**src/rtl/flashSeqPkg.sv**
```systemverilog
package flashSeqPkg;

  localparam logic [7:0] CMD_PROG   = 8'h20;
  localparam logic [7:0] CMD_SERASE = 8'h40;
  localparam logic [7:0] CMD_BERASE = 8'h41;

  localparam logic [1:0] SEL_CFG  = 2'd0;
  localparam logic [1:0] SEL_STAT = 2'd1;
  localparam logic [1:0] SEL_CMD  = 2'd2;
  localparam logic [1:0] SEL_ARR  = 2'd3;

  typedef enum logic [1:0] {
    ST_IDLE,
    ST_GOTADDR,
    ST_GOTCMD,
    ST_RUN
  } seqState_e;

  // strobes from control to datapath
  typedef struct packed {
    logic latchTarget;
    logic commitProg;
    logic commitSec;
    logic commitBlk;
  } seqStrobe_t;

  // six parity bits for a 16-bit word, single-error correcting plus overall bit
  function automatic logic [5:0] calcParity(logic [15:0] d);
    logic [21:1] cw;
    logic [5:0]  p;
    int k;
    cw = '0;
    p  = '0;
    k  = 0;
    for (int pos = 1; pos <= 21; pos++) begin
      if ((pos & (pos - 1)) != 0) begin
        cw[pos] = d[k];
        k++;
      end
    end
    for (int b = 0; b < 5; b++) begin
      for (int pos = 1; pos <= 21; pos++) begin
        if (((pos >> b) & 1) == 1) p[b] = p[b] ^ cw[pos];
      end
    end
    p[5] = (^d) ^ (^p[4:0]);
    return p;
  endfunction

endpackage

```
**src/rtl/flashSeqCtrl.sv**
```systemverilog
module flashSeqCtrl
  import flashSeqPkg::*;
#(
  parameter int CMD_CYCLES = 4
) (
  input  logic       clk,
  input  logic       rstN,
  input  logic       hostWr,
  input  logic [1:0] hostSel,
  input  logic [7:0] hostByte,
  input  logic       targetErased,
  output seqStrobe_t strb,
  output logic       blockSel,
  output logic       busy,
  output logic       doneFlag,
  output logic       accErr
);

  localparam int CNT_W = $clog2(CMD_CYCLES + 1);

  seqState_e        state;
  logic [7:0]       cmdReg;
  logic [CNT_W-1:0] cnt;
  logic             runBlk;
  logic             codeValid;
  logic             lastCycle;

  assign codeValid = (hostByte == CMD_PROG) || (hostByte == CMD_SERASE) ||
                     (hostByte == CMD_BERASE);
  assign lastCycle = (state == ST_RUN) && (cnt == '0);

  always_ff @(posedge clk or negedge rstN) begin
    if (!rstN) begin
      state    <= ST_IDLE;
      cmdReg   <= '0;
      cnt      <= '0;
      runBlk   <= 1'b0;
      blockSel <= 1'b0;
      doneFlag <= 1'b0;
      accErr   <= 1'b0;
    end else begin
      if (hostWr) begin
        case (hostSel)
          SEL_CFG: if (state != ST_RUN) blockSel <= hostByte[0];
          SEL_STAT: begin
            if (hostByte[1]) doneFlag <= 1'b0;
            if (hostByte[2]) accErr   <= 1'b0;
            if (hostByte[0]) begin
              if (state == ST_GOTCMD) begin
                if (cmdReg == CMD_PROG && !targetErased) begin
                  accErr <= 1'b1;
                  state  <= ST_IDLE;
                end else begin
                  state <= ST_RUN;
                  cnt   <= CNT_W'(CMD_CYCLES - 1);
                end
              end else begin
                accErr <= 1'b1;
                if (state != ST_RUN) state <= ST_IDLE;
              end
            end
          end
          SEL_CMD: begin
            if (state == ST_GOTADDR && codeValid) begin
              cmdReg <= hostByte;
              state  <= ST_GOTCMD;
            end else begin
              accErr <= 1'b1;
              if (state != ST_RUN) state <= ST_IDLE;
            end
          end
          default: begin
            if (state == ST_IDLE) begin
              state  <= ST_GOTADDR;
              runBlk <= blockSel;
            end else begin
              accErr <= 1'b1;
              if (state != ST_RUN) state <= ST_IDLE;
            end
          end
        endcase
      end
      if (state == ST_RUN) begin
        if (cnt == '0) begin
          state    <= ST_IDLE;
          doneFlag <= 1'b1;
        end else begin
          cnt <= cnt - 1'b1;
        end
      end
    end
  end

  assign strb.latchTarget = hostWr && (hostSel == SEL_ARR) && (state == ST_IDLE);
  assign strb.commitProg  = lastCycle && (cmdReg == CMD_PROG);
  assign strb.commitSec   = lastCycle && (cmdReg == CMD_SERASE);
  assign strb.commitBlk   = lastCycle && (cmdReg == CMD_BERASE);
  assign busy = (state == ST_RUN) && (runBlk == blockSel);

endmodule

```
**src/rtl/flashSeqData.sv**
```systemverilog
module flashSeqData
  import flashSeqPkg::*;
#(
  parameter int SECTORS      = 4,
  parameter int SECTOR_WORDS = 8
) (
  input  logic                                         clk,
  input  logic                                         rstN,
  input  seqStrobe_t                                   strb,
  input  logic                                         blockSel,
  input  logic [$clog2(SECTORS*SECTOR_WORDS)-1:0]      hostAddr,
  input  logic [15:0]                                  hostWdata,
  input  logic [$clog2(SECTORS*SECTOR_WORDS)-1:0]      rdAddr,
  output logic [15:0]                                  rdData,
  output logic [5:0]                                   rdParity,
  output logic                                         targetErased
);

  localparam int WPB   = SECTORS * SECTOR_WORDS;
  localparam int AW    = $clog2(WPB);
  localparam int SW    = $clog2(SECTOR_WORDS);
  localparam int TOTAL = 2 * WPB;

  logic [15:0]   memData [TOTAL];
  logic [5:0]    memPar  [TOTAL];
  logic          tgtBlk;
  logic [AW-1:0] tgtAddr;
  logic [15:0]   tgtData;
  logic [AW:0]   tgtIdx;
  logic [AW:0]   rdIdx;
  logic [TOTAL-1:0] eraseHit;

  assign tgtIdx = {tgtBlk, tgtAddr};
  assign rdIdx  = {blockSel, rdAddr};

  for (genvar g = 0; g < TOTAL; g++) begin : gHit
    localparam logic [AW:0] IDX = (AW+1)'(g);
    assign eraseHit[g] = (IDX[AW] == tgtBlk) &&
                         (strb.commitBlk ||
                          (strb.commitSec && IDX[AW-1:SW] == tgtAddr[AW-1:SW]));
  end

  always_ff @(posedge clk or negedge rstN) begin
    if (!rstN) begin
      tgtBlk  <= 1'b0;
      tgtAddr <= '0;
      tgtData <= '0;
      for (int i = 0; i < TOTAL; i++) begin
        memData[i] <= 16'hFFFF;
        memPar[i]  <= 6'h3F;
      end
    end else begin
      if (strb.latchTarget) begin
        tgtBlk  <= blockSel;
        tgtAddr <= hostAddr;
        tgtData <= hostWdata;
      end
      for (int i = 0; i < TOTAL; i++) begin
        if (eraseHit[i]) begin
          memData[i] <= 16'hFFFF;
          memPar[i]  <= 6'h3F;
        end
      end
      if (strb.commitProg) begin
        memData[tgtIdx] <= tgtData;
        memPar[tgtIdx]  <= calcParity(tgtData);
      end
    end
  end

  assign rdData       = memData[rdIdx];
  assign rdParity     = memPar[rdIdx];
  assign targetErased = (memData[tgtIdx] == 16'hFFFF) && (memPar[tgtIdx] == 6'h3F);

endmodule

```
**src/rtl/flashSeq.sv**
```systemverilog
module flashSeq
  import flashSeqPkg::*;
#(
  parameter int SECTORS      = 4,
  parameter int SECTOR_WORDS = 8,
  parameter int CMD_CYCLES   = 4,
  localparam int ADDR_W      = $clog2(SECTORS * SECTOR_WORDS)
) (
  input  logic              clk,
  input  logic              rstN,
  input  logic              hostWr,
  input  logic [1:0]        hostSel,
  input  logic [ADDR_W-1:0] hostAddr,
  input  logic [15:0]       hostWdata,
  input  logic [ADDR_W-1:0] rdAddr,
  output logic [15:0]       rdData,
  output logic [5:0]        rdParity,
  output logic              blockSel,
  output logic              busy,
  output logic              doneFlag,
  output logic              accErr
);

  seqStrobe_t ctrlStrb;
  logic       targetErased;

  flashSeqCtrl #(.CMD_CYCLES(CMD_CYCLES)) u_ctrl (
    .clk          (clk),
    .rstN         (rstN),
    .hostWr       (hostWr),
    .hostSel      (hostSel),
    .hostByte     (hostWdata[7:0]),
    .targetErased (targetErased),
    .strb         (ctrlStrb),
    .blockSel     (blockSel),
    .busy         (busy),
    .doneFlag     (doneFlag),
    .accErr       (accErr)
  );

  flashSeqData #(.SECTORS(SECTORS), .SECTOR_WORDS(SECTOR_WORDS)) u_data (
    .clk          (clk),
    .rstN         (rstN),
    .strb         (ctrlStrb),
    .blockSel     (blockSel),
    .hostAddr     (hostAddr),
    .hostWdata    (hostWdata),
    .rdAddr       (rdAddr),
    .rdData       (rdData),
    .rdParity     (rdParity),
    .targetErased (targetErased)
  );

endmodule

```
**config.mk**
```make
export PLATFORM = sky130hd
export DESIGN_NAME = flashSeq
export DESIGN_NICKNAME = d
export VERILOG_FILES = /design/src/rtl/flashSeqPkg.sv /design/src/rtl/flashSeqCtrl.sv /design/src/rtl/flashSeqData.sv /design/src/rtl/flashSeq.sv
export SDC_FILE = /design/constraint.sdc
export NUM_CORES = 2
export LEC_CHECK = 0
export CAP_MARGIN = 10
export CORE_MARGIN = 5
export CORE_UTILIZATION = 43
export DETAILED_ROUTE_END_ITERATION = 16
export DONT_BUFFER_PORTS = 1
export SYNTH_ARGS = -nofsm -noshare
export SYNTH_HDL_FRONTEND = slang
export SYNTH_HIERARCHICAL = 1
export SYNTH_SLANG_ARGS = --single-unit
```
**constraint.sdc**
```tcl
create_clock -name clk -period 4.44 [get_ports clk]
set_clock_uncertainty 0.05 [all_clocks]
set_input_delay 0.444 -clock clk [delete_from_list [all_inputs] [get_ports clk]]
set_output_delay 0.444 -clock clk [all_outputs]
set_load 0.05 [all_outputs]
```
==> impl_metrics.sql <==
INSERT INTO impl_metrics (metric_group, metric, value, unit) VALUES
('routing', 'post-route-drc-count', '0', ''),
('timing', 'finalHoldViolations', '0', ''),
('layout', 'fill_cells', '15400', ''),
('yosys', 'synth.top_cells.by_area', 'sky130_fd_sc_hd__dfstp_2 49%, sky130_fd_sc_hd__mux4_2 15%, sky130_fd_sc_hd__o22a_1 13%', ''),
('placed_design', 'gpl.final_weighted_congestion', '0.983', ''),
('timing', 'max_clock_freq', '222', 'MHz'),
('run', 'total_of_max_cap_violations', '0', ''),
('floorplan', 'die_w', '431', 'um'),
('grt', 'antenna_found_initial', '40', ''),
('timing', 'report.final.setup_viol', '1', ''),
('timing', 'max_slew.worst_pin.slew', '1.62', 'ns'),
('power_and_ir_drop', 'leakage', '0.0320', 'uW'),
('power_and_ir_drop', 'total_design_power', '45800', 'uW'),
('floorplan', 'core_box_area', '0.176', 'sq mm'),
('grt', 'maximum_number_of_pins_on_one_net_before_global_route_repair', '353', ''),
('layout', 'relative_area_change_from_synthesis_to_final_layout', '14.7', '%'),
('cts', 'worst_skew_pair.late_latency', '0.81', 'ns'),
('timing', 'fin_crit', '4.51', 'ns'),
('routing', 'detail_route.first_pass.iterations', '6', ''),
('yosys', 'synth_edf_count', '0', ''),
('layout', 'nets', '6023', ''),
('yosys', 'flops_latches_synth', '1447', ''),
('yosys', 'synth_nets', '6015', ''),
('timing', 'layout_worst_path_cycle_share', '102', '%'),
('floorplan', 'ioPinCount', '57', ''),
('routing', 'routed_wl', '327', 'mm'),
('worst_setup_path', 'critical_path_cell_by_cell', 'buf_12, buf_12, buf_4, buf_4, mux2i_1, a211oi_1, nor2_1, buf_4, a21oi_2, nand4_1, o22ai_2, o2111ai_2, o32ai_4, or4b_4, nor3_1, o311ai_0, o31ai_1', ''),
('cts', 'tritoncts_num_sinks', '1447', ''),
('yosys', 'syn-cell-area', '0.0762', 'sq mm'),
('worst_setup_path', 'critical_path_peak_fanout', '15', ''),
('grt', 'global_route_layer_with_the_greatest_usage', 'met2', ''),
('floorplan', 'die_height', '431', 'um'),
('floorplan', 'floorplan.rows', '154', ''),
('placed_design', 'placed_cells', '8099', ''),
('layout', 'drive_gt1_share', '47.5', '%'),
('cts', 'clock_tree.buffer_depth', '3', ''),
('grt', 'first_global_vias', '60900', ''),
('yosys', 'synthTopCellsByCount', '1,408 x sky130_fd_sc_hd__dfstp_2, 1,089 x sky130_fd_sc_hd__o22a_1, 509 x sky130_fd_sc_hd__mux4_2', ''),
('floorplan', 'dieArea', '0.186', 'sq mm'),
('grt', 'grt.met2_usage', '47.8', '%'),
('yosys', 'synth_cell_types', '81', ''),
('yosys', 'post-synth-top-area-fraction', '48.6', '%'),
('layout', 'multiInputGateArea', '0.0357', 'sq mm'),
('timing', 'timing.final.max_slew_violations', '101', ''),
('worst_setup_path', 'worst_path_largest_cell_delay', '0.55', 'ns'),
('timing', 'timing.setup.tns', '-0.0690', 'ns'),
('cts', 'cts_buf_count', '161', ''),
('yosys', 'syn-instance-count', '5977', ''),
('routing', 'drtIter0Drc', '9814', ''),
('layout', 'fin_cells', '8476', ''),
('worst_setup_path', 'worst-setup-path-type', 'flip-flop to flip-flop', ''),
('timing', 'setup_ws', '-0.0690', 'ns'),
('grt', 'globalRoute.totalOverflow', '0', ''),
('cts', 'cts_htree_levels', '4', ''),
('worst_setup_path', 'worst_ep_required_time', '5.05', 'ns'),
('grt', 'grt_util_all_layers', '34.2', '%'),
('yosys', 'async_flop_share', '100', '%'),
('power_and_ir_drop', 'peakVddDrop', '3520', 'uV'),
('cts', 'cts_root_buf', 'sky130_fd_sc_hd__clkbuf_16', ''),
('grt', 'global_route_met1_utilization', '45.7', '%'),
('outcome', 'violations', 'max-slew violations, negative setup slack', ''),
('layout', 'regArea', '0.0380', 'sq mm'),
('placed_design', 'buffer_ports.inserted', '0', ''),
('yosys', 'syn-mean-instance-area', '12.7', 'sq um'),
('outcome', 'outcome', 'finished, violations left', ''),
('grt', 'grt_use_met3', '11.8', '%'),
('cts', 'path_clk_slew', '0.06', 'ns'),
('worst_setup_path', 'element_type_at_the_critical_path_start', 'flip-flop', ''),
('worst_setup_path', 'worst_path_most_repeated_cell', 'sky130_fd_sc_hd__buf_4', ''),
('floorplan', 'initial_core_util', '43.3', '%'),
('yosys', 'yosys.area.top_type', 'sky130_fd_sc_hd__dfstp_2', '');
area by class of cell:
| type | instances | area share (%) |
|---|---|---|
| antenna | 19 | 0.0544 |
| clock buffer | 252 | 5.65 |
| clock inverter | 43 | 0.455 |
| inverter | 13 | 0.0673 |
| multi-input combinational | 3846 | 40.8 |
| sequential | 1447 | 43.5 |
| tap | 2340 | 3.35 |
| timing repair buffer | 516 | 6.05 |
final timing paths:
path / from / end / slack (ns) / depth (start not counted)
hold / removal: hostSel[0] / u_ctrl/state[0]$_DFF_PN0_ / 0.04 / 4
max in group asynchronous: rstN / u_data/memData[207]$_DFF_PN1_ / 1.87 / 5
setup / recovery: u_data/tgtAddr[1]$_DFFE_PN0P_ / u_ctrl/cnt[2]$_DFF_PN0_ / -0.07 / 17
setup reg to reg: u_data/tgtAddr[1]$_DFFE_PN0P_ / u_ctrl/cnt[2]$_DFF_PN0_ / -0.07 / 17
min in group asynchronous: rstN / u_data/memData[971]$_DFF_PN1_ / 0.34 / 2
hold reg to reg: u_ctrl/cnt[2]$_DFF_PN0_ / u_ctrl/cnt[2]$_DFF_PN0_ / 0.44 / 1
per-stage QoR:
| step | utilization [%] | cell area (sq um) | hold WS (ns) | setup WS [ns] |
|---|---|---|---|---|
| finish | 49.6 | 87400 | 0.0363 | -0.0690 |
| global route | 49.6 | 87300 | 0.00760 | -0.000336 |
| CTS | 49.4 | 87000 | 0.000899 | 0.0334 |
| detailed placement | 46.0 | 81000 | 0.257 | -0.956 |
| global placement | 46.0 | 81000 | 0.257 | -1.08 |
| floorplan | - | 76200 | 0.0984 | 0.799 |
worst max-delay path, delay by kind of cell (launching register included):
| kind | cells | cell delay (ns) |
|---|---|---|
| AO/OA/AOI/OAI | 7 | 2.04 |
| buffers and inverters | 5 | 0.81 |
| AND/OR/NAND/NOR | 4 | 0.78 |
| flip-flops | 1 | 0.55 |
| multiplexers | 1 | 0.12 |
routing by layer:
layer | wire [um] | vias up | share of wire [%]
met5 | 418 | - | 0.13
li1 | - | 23700 | -
met4 | 24100 | 32 | 7.4
met1 | 121000 | 32600 | 37
met3 | 44600 | 1196 | 14
met2 | 137000 | 4783 | 42
where the power goes:
| part | internal (uW) | leakage (uW) | switching, uW | total [uW] |
|---|---|---|---|---|
| Clock | 7960 | 0.00265 | 5710 | 13700 |
| Sequential | 13400 | 0.0150 | 530 | 13900 |
| Combinational | 4610 | 0.0143 | 13600 | 18200 |
cell families (layout without fill, tap and decap cells):
family / Yosys count / count (layout) / share of synthesized area, %
adders and majority gates: 7 / 7 / 0.115
xor gates and xnor gates: 39 / 39 / 0.458
other: 0 / 19 / 0
AOI/OAI and AO/OA: 2131 / 2131 / 21.6
buffers and inverters: 684 / 824 / 3.83
DFF: 1447 / 1447 / 49.8
muxes: 825 / 825 / 19.5
and+or+nand+nor: 844 / 844 / 4.66
registers in the layout, indices dropped and copies added (netlist names):
register         count
u_ctrl/accErr        1
u_ctrl/blockSel      1
u_ctrl/cmdReg        8
u_ctrl/cnt           3
u_ctrl/doneFlag      1
u_ctrl/runBlk        1
u_ctrl/state         2
u_data/memData    1024
u_data/memPar      384
u_data/tgtAddr       5
u_data/tgtBlk        1
u_data/tgtData      16
timing repair:
action                                  in CTS  in global routing
gates cloned                                 0                  1
pin swaps                                    7                 14
hold buffers                                29                  2
resized for setup                           26                 22
setup buffers                               18                 12
hold endpoints to repair                   104                 81
endpoints found under the setup margin       6                  6
layout by cell type, fill, tap and decap left out, types with 18 or more instances in the layout:
cell / n
sky130_fd_sc_hd__mux2i_1: 157
sky130_fd_sc_hd__a221oi_1: 125
sky130_fd_sc_hd__o22ai_1: 20
sky130_fd_sc_hd__o21ai_0: 74
sky130_fd_sc_hd__diode_2: 19
sky130_fd_sc_hd__dlygate4sd3_1: 30
sky130_fd_sc_hd__clkbuf_1: 40
sky130_fd_sc_hd__o221ai_1: 19
sky130_fd_sc_hd__a22oi_1: 105
sky130_fd_sc_hd__nand2_1: 227
sky130_fd_sc_hd__dfrtp_1: 18
sky130_fd_sc_hd__buf_4: 385
sky130_fd_sc_hd__xnor2_1: 23
sky130_fd_sc_hd__a22o_1: 28
sky130_fd_sc_hd__clkinv_2: 27
sky130_fd_sc_hd__a21oi_1: 457
sky130_fd_sc_hd__mux2_2: 158
sky130_fd_sc_hd__dfstp_2: 1408
sky130_fd_sc_hd__clkbuf_8: 46
sky130_fd_sc_hd__nor2_1: 478
sky130_fd_sc_hd__mux4_2: 509
sky130_fd_sc_hd__a221o_1: 58
sky130_fd_sc_hd__buf_12: 79
sky130_fd_sc_hd__o22a_1: 1089
sky130_fd_sc_hd__o211ai_1: 29
sky130_fd_sc_hd__clkbuf_16: 167
No activity file was read; power rests on OpenSTA's default activity.
